[src/rtl/burst_pkg.sv]
package burst_pkg;

  typedef enum logic [2:0] {
    ST_IDLE     = 3'd0,
    ST_RD_NEW   = 3'd1,
    ST_WR_NEW   = 3'd2,
    ST_RD_BURST = 3'd3,
    ST_WR_BURST = 3'd4
  } burst_state_e;

  typedef struct packed {
    logic load;     // enabled load with select
    logic load_wr;  // the load is a write
    logic desel;    // enabled load without select
    logic cont;     // enabled continue
  } burst_cmd_t;

endpackage

[src/rtl/burst_cmd_decode.sv]
module burst_cmd_decode
  import burst_pkg::*;
(
  input  logic       stall,
  input  logic       advance,
  input  logic       wr_n,
  input  logic       chip_sel,
  output burst_cmd_t cmd
);

  logic active;

  always_comb begin
    active       = !stall;
    cmd.load     = active && !advance && chip_sel;
    cmd.load_wr  = active && !advance && chip_sel && !wr_n;
    cmd.desel    = active && !advance && !chip_sel;
    cmd.cont     = active && advance;
  end

endmodule

[src/rtl/burst_state_fsm.sv]
module burst_state_fsm
  import burst_pkg::*;
(
  input  logic         clk,
  input  logic         rst,
  input  burst_cmd_t   cmd,
  output burst_state_e state_q,
  output logic         step
);

  burst_state_e state_d;

  // a continue only advances the counter when a burst is open
  assign step = cmd.cont && (state_q != ST_IDLE);

  always_comb begin
    state_d = state_q;
    if (cmd.load) begin
      state_d = cmd.load_wr ? ST_WR_NEW : ST_RD_NEW;
    end else if (cmd.desel) begin
      state_d = ST_IDLE;
    end else if (cmd.cont) begin
      case (state_q)
        ST_RD_NEW:   state_d = ST_RD_BURST;
        ST_WR_NEW:   state_d = ST_WR_BURST;
        ST_RD_BURST: state_d = ST_RD_BURST;
        ST_WR_BURST: state_d = ST_WR_BURST;
        default:     state_d = ST_IDLE;
      endcase
    end
  end

  always_ff @(posedge clk) begin
    if (rst) state_q <= ST_IDLE;
    else     state_q <= state_d;
  end

  p_rd_inherit_r7: assert property (@(posedge clk) disable iff (rst)
    (cmd.cont && (state_q == ST_RD_NEW || state_q == ST_RD_BURST)) |=> state_q == ST_RD_BURST);

  p_wr_inherit_r7: assert property (@(posedge clk) disable iff (rst)
    (cmd.cont && (state_q == ST_WR_NEW || state_q == ST_WR_BURST)) |=> state_q == ST_WR_BURST);

  p_legal_code_r1: assert property (@(posedge clk) disable iff (rst)
    state_q inside {ST_IDLE, ST_RD_NEW, ST_WR_NEW, ST_RD_BURST, ST_WR_BURST});

endmodule

[src/rtl/burst_addr_counter.sv]
module burst_addr_counter #(
  parameter int ADDR_W     = 8,
  parameter int BURST_BITS = 2
) (
  input  logic              clk,
  input  logic              rst,
  input  logic              load,
  input  logic              step,
  input  logic              ilv_order,
  input  logic [ADDR_W-1:0] ext_addr,
  output logic [ADDR_W-1:0] eff_addr
);

  localparam int HI_W = ADDR_W - BURST_BITS;

  logic [BURST_BITS-1:0] base_lo;
  logic [BURST_BITS-1:0] beat_q;
  logic [BURST_BITS-1:0] beat_nx;
  logic [BURST_BITS-1:0] lo_q;
  logic [BURST_BITS-1:0] lo_nx;
  logic [HI_W-1:0]       hi_q;

  always_comb begin
    beat_nx = beat_q + BURST_BITS'(1);
    lo_nx   = ilv_order ? (base_lo ^ beat_nx) : (base_lo + beat_nx);
  end

  always_ff @(posedge clk) begin
    if (rst) begin
      base_lo <= '0;
      beat_q  <= '0;
      lo_q    <= '0;
      hi_q    <= '0;
    end else if (load) begin
      base_lo <= ext_addr[BURST_BITS-1:0];
      beat_q  <= '0;
      lo_q    <= ext_addr[BURST_BITS-1:0];
      hi_q    <= ext_addr[ADDR_W-1:BURST_BITS];
    end else if (step) begin
      beat_q  <= beat_nx;
      lo_q    <= lo_nx;
    end
  end

  assign eff_addr = {hi_q, lo_q};

  p_linear_step_r4: assert property (@(posedge clk) disable iff (rst)
    (step && !load && !ilv_order) |=> eff_addr[BURST_BITS-1:0] == $past(eff_addr[BURST_BITS-1:0]) + BURST_BITS'(1));

  p_upper_fixed_r10: assert property (@(posedge clk) disable iff (rst)
    (!load) |=> $stable(eff_addr[ADDR_W-1:BURST_BITS]));

  p_load_addr_r2: assert property (@(posedge clk) disable iff (rst)
    load |=> eff_addr == $past(ext_addr));

endmodule

[src/rtl/burst_addr_gen.sv]
module burst_addr_gen
  import burst_pkg::*;
#(
  parameter int ADDR_W     = 8,
  parameter int BURST_BITS = 2
) (
  input  logic              clk,
  input  logic              rst,
  input  logic              stall,
  input  logic              advance,
  input  logic              wr_n,
  input  logic              chip_sel,
  input  logic              ilv_order,
  input  logic [ADDR_W-1:0] ext_addr,
  output logic [ADDR_W-1:0] eff_addr,
  output logic [2:0]        burst_state
);

  burst_cmd_t   cmd;
  burst_state_e st;
  logic         step;

  burst_cmd_decode i_decode (
    .stall    (stall),
    .advance  (advance),
    .wr_n     (wr_n),
    .chip_sel (chip_sel),
    .cmd      (cmd)
  );

  burst_state_fsm i_fsm (
    .clk     (clk),
    .rst     (rst),
    .cmd     (cmd),
    .state_q (st),
    .step    (step)
  );

  burst_addr_counter #(
    .ADDR_W     (ADDR_W),
    .BURST_BITS (BURST_BITS)
  ) i_counter (
    .clk       (clk),
    .rst       (rst),
    .load      (cmd.load),
    .step      (step),
    .ilv_order (ilv_order),
    .ext_addr  (ext_addr),
    .eff_addr  (eff_addr)
  );

  assign burst_state = st;

  p_stall_hold_r9: assert property (@(posedge clk) disable iff (rst)
    stall |=> ($stable(burst_state) && $stable(eff_addr)));

  p_idle_cont_r8: assert property (@(posedge clk) disable iff (rst)
    (!stall && advance && burst_state == 3'd0) |=> (burst_state == 3'd0 && $stable(eff_addr)));

  p_desel_load_r3: assert property (@(posedge clk) disable iff (rst)
    (!stall && !advance && !chip_sel) |=> (burst_state == 3'd0 && $stable(eff_addr)));

  p_load_type_r2: assert property (@(posedge clk) disable iff (rst)
    (!stall && !advance && chip_sel) |=> burst_state == ($past(wr_n) ? 3'd1 : 3'd2));

endmodule

[config.mk]
export PLATFORM = sky130hd
export DESIGN_NAME = burst_addr_gen
export DESIGN_NICKNAME = d
export VERILOG_FILES = /design/src/rtl/burst_pkg.sv /design/src/rtl/burst_cmd_decode.sv /design/src/rtl/burst_state_fsm.sv /design/src/rtl/burst_addr_counter.sv /design/src/rtl/burst_addr_gen.sv
export SDC_FILE = /design/constraint.sdc
export NUM_CORES = 1
export LEC_CHECK = 0
export ABC_AREA = 1
export BUFFER_PORTS_ARGS = -buffer_cell sky130_fd_sc_hd__buf_2
export CORE_UTILIZATION = 40
export CTS_CLUSTER_SIZE = 25
export DETAILED_ROUTE_END_ITERATION = 10
export HOLD_SLACK_MARGIN = 0.02
export PLACE_DENSITY = 0.66
export SLEW_MARGIN = 30
export SYNTH_ARGS = -nofsm -noshare
export SYNTH_HDL_FRONTEND = slang
export SYNTH_SLANG_ARGS = --single-unit
[constraint.sdc]
create_clock -name clk -period 1.4 [get_ports clk]
set_input_delay 0.28 -clock clk [delete_from_list [all_inputs] [get_ports clk]]
set_output_delay 0.28 -clock clk [all_outputs]
set_load 0.05 [all_outputs]
* Word level (Yosys, flattened, before mapping)
Cells that the tools add are included.
** Word-level totals
- Bits in registers :: 15
- Input port bits :: 15
- Output and inout port bits :: 11
- Logic and storage cells :: 36
** Cells by class
- $add $sub $neg :: 2
- Eq/ne operators :: 4
- Muxes and demuxes :: 8
- Bitwise gates (word level) :: 1
- Reductions and logical operators :: 16
** Operators by type and width (count)
- $mux W3 :: 3
- $mux W2 :: 4
- $eq A3 B2 Y1 const B :: 2
- $logic_and A1 B1 Y1 :: 6
- $pmux W3 S2 :: 1
- $reduce_bool A3 Y1 :: 2
- $reduce_or A2 Y1 :: 3
- $logic_not A1 Y1 :: 4
- $eq A3 B1 Y1 const B :: 1
- $eq A3 B3 Y1 const B :: 1
- $add A2 B1 Y2 const B :: 1
- $add A2 B2 Y2 :: 1
- $reduce_bool A2 Y1 :: 1
- $xor A2 B2 Y2 :: 1

* Longest topological paths before layout
- Word-level depth :: 6
- Depth in mapped cells :: 8
- Gate-level depth less buffers :: 8

* Modules after synthesis
From an unflattened synthesis, not the netlist that was laid out.
** Unflattened totals
- Cell total of the unflattened synthesis :: 112
- Area total of the unflattened synthesis :: 769.5 um2
** By module, submodules not included
- burst_addr_counter :: times used 1, cells each 67, area each 536.8 um2, sequential area each 240.2 um2
- burst_state_fsm :: times used 1, cells each 38, area each 202.7 um2, sequential area each 60.1 um2
- burst_cmd_decode :: times used 1, cells each 7, area each 30.0 um2, sequential area each 0.0 um2

* Least setup slack after synthesis
Ideal clock, no wire load.
- Path type :: register to register
- Start :: reg i_fsm.state_q[2]
- End :: reg i_counter.lo_q[1]
- Library setup time :: 0.118 ns
- Arrival :: 1.183 ns
- Required time :: 1.282 ns
- Slack :: 0.099 ns
- Stages on the path, launching flop included :: 6
- Buffers on the path :: 0
- Period minus slack after synthesis :: 1.301 ns
- Cells stage by stage :: dfxtp_1 inv_1 nand3_1 nand2_2 a21oi_1 a21oi_1
** On the way
- Word-level cells in the longest chain between the ends :: 3
** Ends and longest elaborated chain
- start: declaration :: RTL line burst_state_fsm.sv:7 : output burst_state_e state_q,
- start signal: assignment :: RTL line burst_state_fsm.sv:35 : else state_q <= state_d;
- $reduce_bool A3 Y1 :: RTL line burst_state_fsm.sv:14 : assign step = cmd.cont && (state_q != ST_IDLE);
- $logic_and A1 B1 Y1 :: RTL line burst_state_fsm.sv:14
- $reduce_bool A2 Y1 (no line)
- end signal: assignment :: RTL line burst_addr_counter.sv:37 : lo_q <= ext_addr[BURST_BITS-1:0];
- end signal: assignment :: RTL line burst_addr_counter.sv:41 : lo_q <= lo_nx;
- end: declaration :: RTL line burst_addr_counter.sv:19 : logic [BURST_BITS-1:0] lo_q;
Every way passes these cells.
A chain may end at the register's enable or synchronous reset.

* Final worst setup path
- Start :: reg i_fsm.state_q[0]
- End :: out burst_state[0]
** RTL lines
- end: declaration :: RTL line burst_addr_gen.sv:16 : output logic [2:0] burst_state
No word-level cell between the ends.

==> out/summary.log <==
INFO  outcome        outcome=complete, no violations
INFO  global_route   grt_antenna_before_repair=0
INFO  placement      port_buffers=25
INFO  detailed_routing drtAntennaViolNets=0
INFO  sta            crit_path_time_final=1.213ns
INFO  finish         final_area=902.1um2
INFO  worst_setup_path cp_slowest_stage_delay=0.38ns
INFO  detailed_routing route.vias.total=698
INFO  worst_setup_path critical_path.startpoint_type=flip-flop
INFO  sta            timing.final.hold_violations=0
INFO  detailed_routing detail_route.first_pass.iterations=4
INFO  clock_network  clkLatencyLatePin=0.27ns
INFO  clock_network  clk_transition_reported_paths=0.09ns
INFO  sta            final_clock_skew=0.001941ns
INFO  finish         layout.cells.non_filler=153
INFO  worst_setup_path cp-end-kind=output port
INFO  logic_synthesis yosysWarnings=0
INFO  floorplanning  rows=15
INFO  clock_network  cts_root_buf=clkbuf_4
INFO  sta            timing.final.crit_share=0.8666
INFO  floorplanning  effective_utilization_at_floorplan=0.4232
INFO  detailed_routing drcViolationCount=0
INFO  hold_path      min_delay_worst_endpoint=i_counter.lo_q[0]$_SDFFE_PP0P_
INFO  logic_synthesis yosys.area.top_type_share=0.4110
INFO  floorplanning  floorplan.die.height=44.74um
INFO  finish         multi_input_comb_area=362.8um2
INFO  detailed_routing routed_wl=1374um
INFO  placement      dpl.hpwl=1060um
INFO  finish         final_core_utilization=0.5225
INFO  sta            final.setup.tns=0ns
INFO  logic_synthesis mappedNetlistArea=730.7um2
INFO  clock_network  cts_buffers=3
INFO  finish         drive_gt1_frac=0.2969
INFO  worst_setup_path worst-r2r-cell-count=7
INFO  hold_path      hold_path_class=input port to flip-flop
INFO  clock_network  post_cts.resized_instances=0
INFO  clock_network  cts.hold.buffers_added=0
INFO  logic_synthesis yosys-top-cells-area=dfxtp_1 41%, nand2_1 10%, nor2_1 7.7%
INFO  logic_synthesis synth_nets=116
INFO  placement      place.detailed.instances=149
INFO  worst_setup_path r2r_setup_slack=0.29ns
INFO  logic_synthesis netlist.top_cell.by_area=dfxtp_1
INFO  clock_network  cts_setup_buffers=0
INFO  sta            maxClockFrequency=824.2MHz
INFO  logic_synthesis synthCells=100
INFO  worst_setup_path worstPathCellList=buf_2
INFO  placement      post-place-ws=0.2604ns
INFO  worst_setup_path timing.critical_path.slowest_stage_cell=dfxtp_1
INFO  pwr            worst_ir_drop_vdd=0.4724mV
INFO  logic_synthesis avgSynthCellArea=7.307um2
INFO  floorplanning  floorplan.core_area=1727um2
INFO  floorplanning  die_area=2002um2
INFO  global_route   grt_use_total=0.1425
INFO  clock_network  cts_buffer_depth=2
INFO  worst_setup_path critical_path_depth=1
INFO  clock_network  tritoncts_num_sinks=15
INFO  sta            worst-slew-pin-transition=0.2494ns
INFO  flow_run       max_cap_viol_count=0
INFO  sta            slew-limit-headroom=0.8349
INFO  pwr            static-leakage-power=0.4668nW
INFO  hold_path      hold_start=rst
INFO  logic_synthesis synth.distinct_cells=20
INFO  finish         seqCellArea=300.3um2
INFO  floorplanning  top_level_ports=26
INFO  global_route   largest_net_degree_at_the_start_of_global_routing=17
INFO  finish         num-fill-cells=191
INFO  worst_setup_path reg2reg_to=i_counter.lo_q[1]$_SDFFE_PP0P_
INFO  detailed_routing wire_per_inst=8.980um
INFO  sta            grt_setup_unrepaired=false
INFO  worst_setup_path worst_ep_arrival_time=0.93ns
INFO  worst_setup_path highest_net_fanout_along_the_worst_path=4
INFO  worst_setup_path cp.buffers_inverters=1
INFO  placement      gp_congestion=0.7325
INFO  finish         layout_net_count=145
INFO  detailed_routing number_of_violations_reported_at_the_end_of_detailed_routing_iteration_0=22
INFO  sta            slew_violations=0
INFO  worst_setup_path setup.worst_path.class=flip-flop to output port
INFO  placement      post_dp_cell_area=875.8um2
INFO  pwr            power_density=1005nW/um2
INFO  sta            finalSetupViolations=0
INFO  global_route   first_global_vias=549
INFO  logic_synthesis yosys_register_bits=15
INFO  clock_network  number_of_h_tree_levels=1
INFO  worst_setup_path cp_data_required_time=1.12ns
INFO  detailed_routing routed_via_density=4.562
INFO  finish         area.growth.synth_to_final=23.46%
INFO  global_route   global_route_wire_length_before_repair=2132um
INFO  global_route   globalRoute.totalOverflow=0
INFO  hold_path      whs_path_depth=2
INFO  finish         num_antenna_cells=0
INFO  logic_synthesis synth_sequential_area_ratio=0.4110
INFO  clock_network  clock_tree_from_tritoncts=built
INFO  sta            post-route-worst-setup-slack=0.1867ns
INFO  floorplanning  chipWidth=44.74um
INFO  worst_setup_path worst_path_dominant_cell_family=flip-flops
INFO  worst_setup_path reg2reg_from=i_counter.beat_q[0]$_SDFFE_PP0P_
logic make-up (layout without fill, tap and decap cells):
family	after synthesis	count (layout)	share of synthesized area
adder cells (fa/ha/maj)	1	1	0.01712
AO/OA/AOI/OAI	18	18	0.1353
flip-flops	15	15	0.4110
AND/OR/NAND/NOR	50	50	0.3442
buffers and inverters	16	44	0.09246
layer usage:
metal	track usage	share of wire	vias up
li1	-	-	375
met1	0.1960	0.49	311
met5	0	0	-
met2	0.2235	0.47	10
met3	0.02400	0.037	2
met4	0.05455	0.0051	0
worst max-delay path by stage:
| stage | startpoint | end | slack [ns] |
|---|---|---|---|
| floorplan | i_fsm.state_q[2]$_SDFFE_PP0P_ | i_counter.lo_q[1]$_SDFFE_PP0P_ | 0.1 |
| global placement | stall | i_counter.lo_q[1]$_SDFFE_PP0P_ | 0.29 |
| detailed placement | stall | i_counter.lo_q[1]$_SDFFE_PP0P_ | 0.26 |
| CTS | i_fsm.state_q[0]$_SDFFE_PP0P_ | burst_state[0] | 0.17 |
| global route | i_fsm.state_q[2]$_SDFFE_PP0P_ | burst_state[2] | 0.14 |
| finish | i_fsm.state_q[0]$_SDFFE_PP0P_ | burst_state[0] | 0.19 |
report_power, final:
group	leakage, nW	internal, mW	switching (mW)
Sequential	0.123	0.449	0.0124
Combinational	0.329	0.0628	0.142
Clock	0.0150	0.110	0.129
Total	0.467	0.622	0.284
final cells by class:
| type | count | share of cell area |
|---|---|---|
| inverters | 15 | 0.06241 |
| clock buffers | 4 | 0.02913 |
| well taps | 25 | 0.03467 |
| flip-flops and latches | 15 | 0.3329 |
| multi-input cells | 69 | 0.4022 |
| repair buffers | 25 | 0.1387 |
synthesized netlist by cell type (all sizes together):
master	number
o21ai	9
dfxtp	15
inv	15
nor2	16
nand3b	1
a211oi	1
a21oi	7
nand2	23
buf	1
ha	1
o211ai	1
nand4	1
nand3	9
registers in the layout, summed over array words and instances (netlist names):
name,flops
i_counter.base_lo,2
i_counter.beat_q,2
i_counter.hi_q,6
i_counter.lo_q,2
i_fsm.state_q,3
through the flow:
step	hold slack (ns)	total power [mW]
4_1_cts	0.2200	0.9195
6_report	0.2336	0.9064
2_1_floorplan	0.3424	0.6234
3_3_place_gp	0.4592	0.6751
3_5_place_dp	0.4632	0.6780
5_1_grt	0.2265	0.9564
layout by cell type, fill, tap and decap left out, drive strengths merged:
master / instances
nor2: 16
a21oi: 7
nand4: 1
buf: 25
ha: 1
nand3b: 1
dfxtp: 15
nand3: 9
a211oi: 1
inv: 15
clkbuf: 4
o211ai: 1
o21ai: 9
nand2: 23
Power figures use the tool's default switching activity.
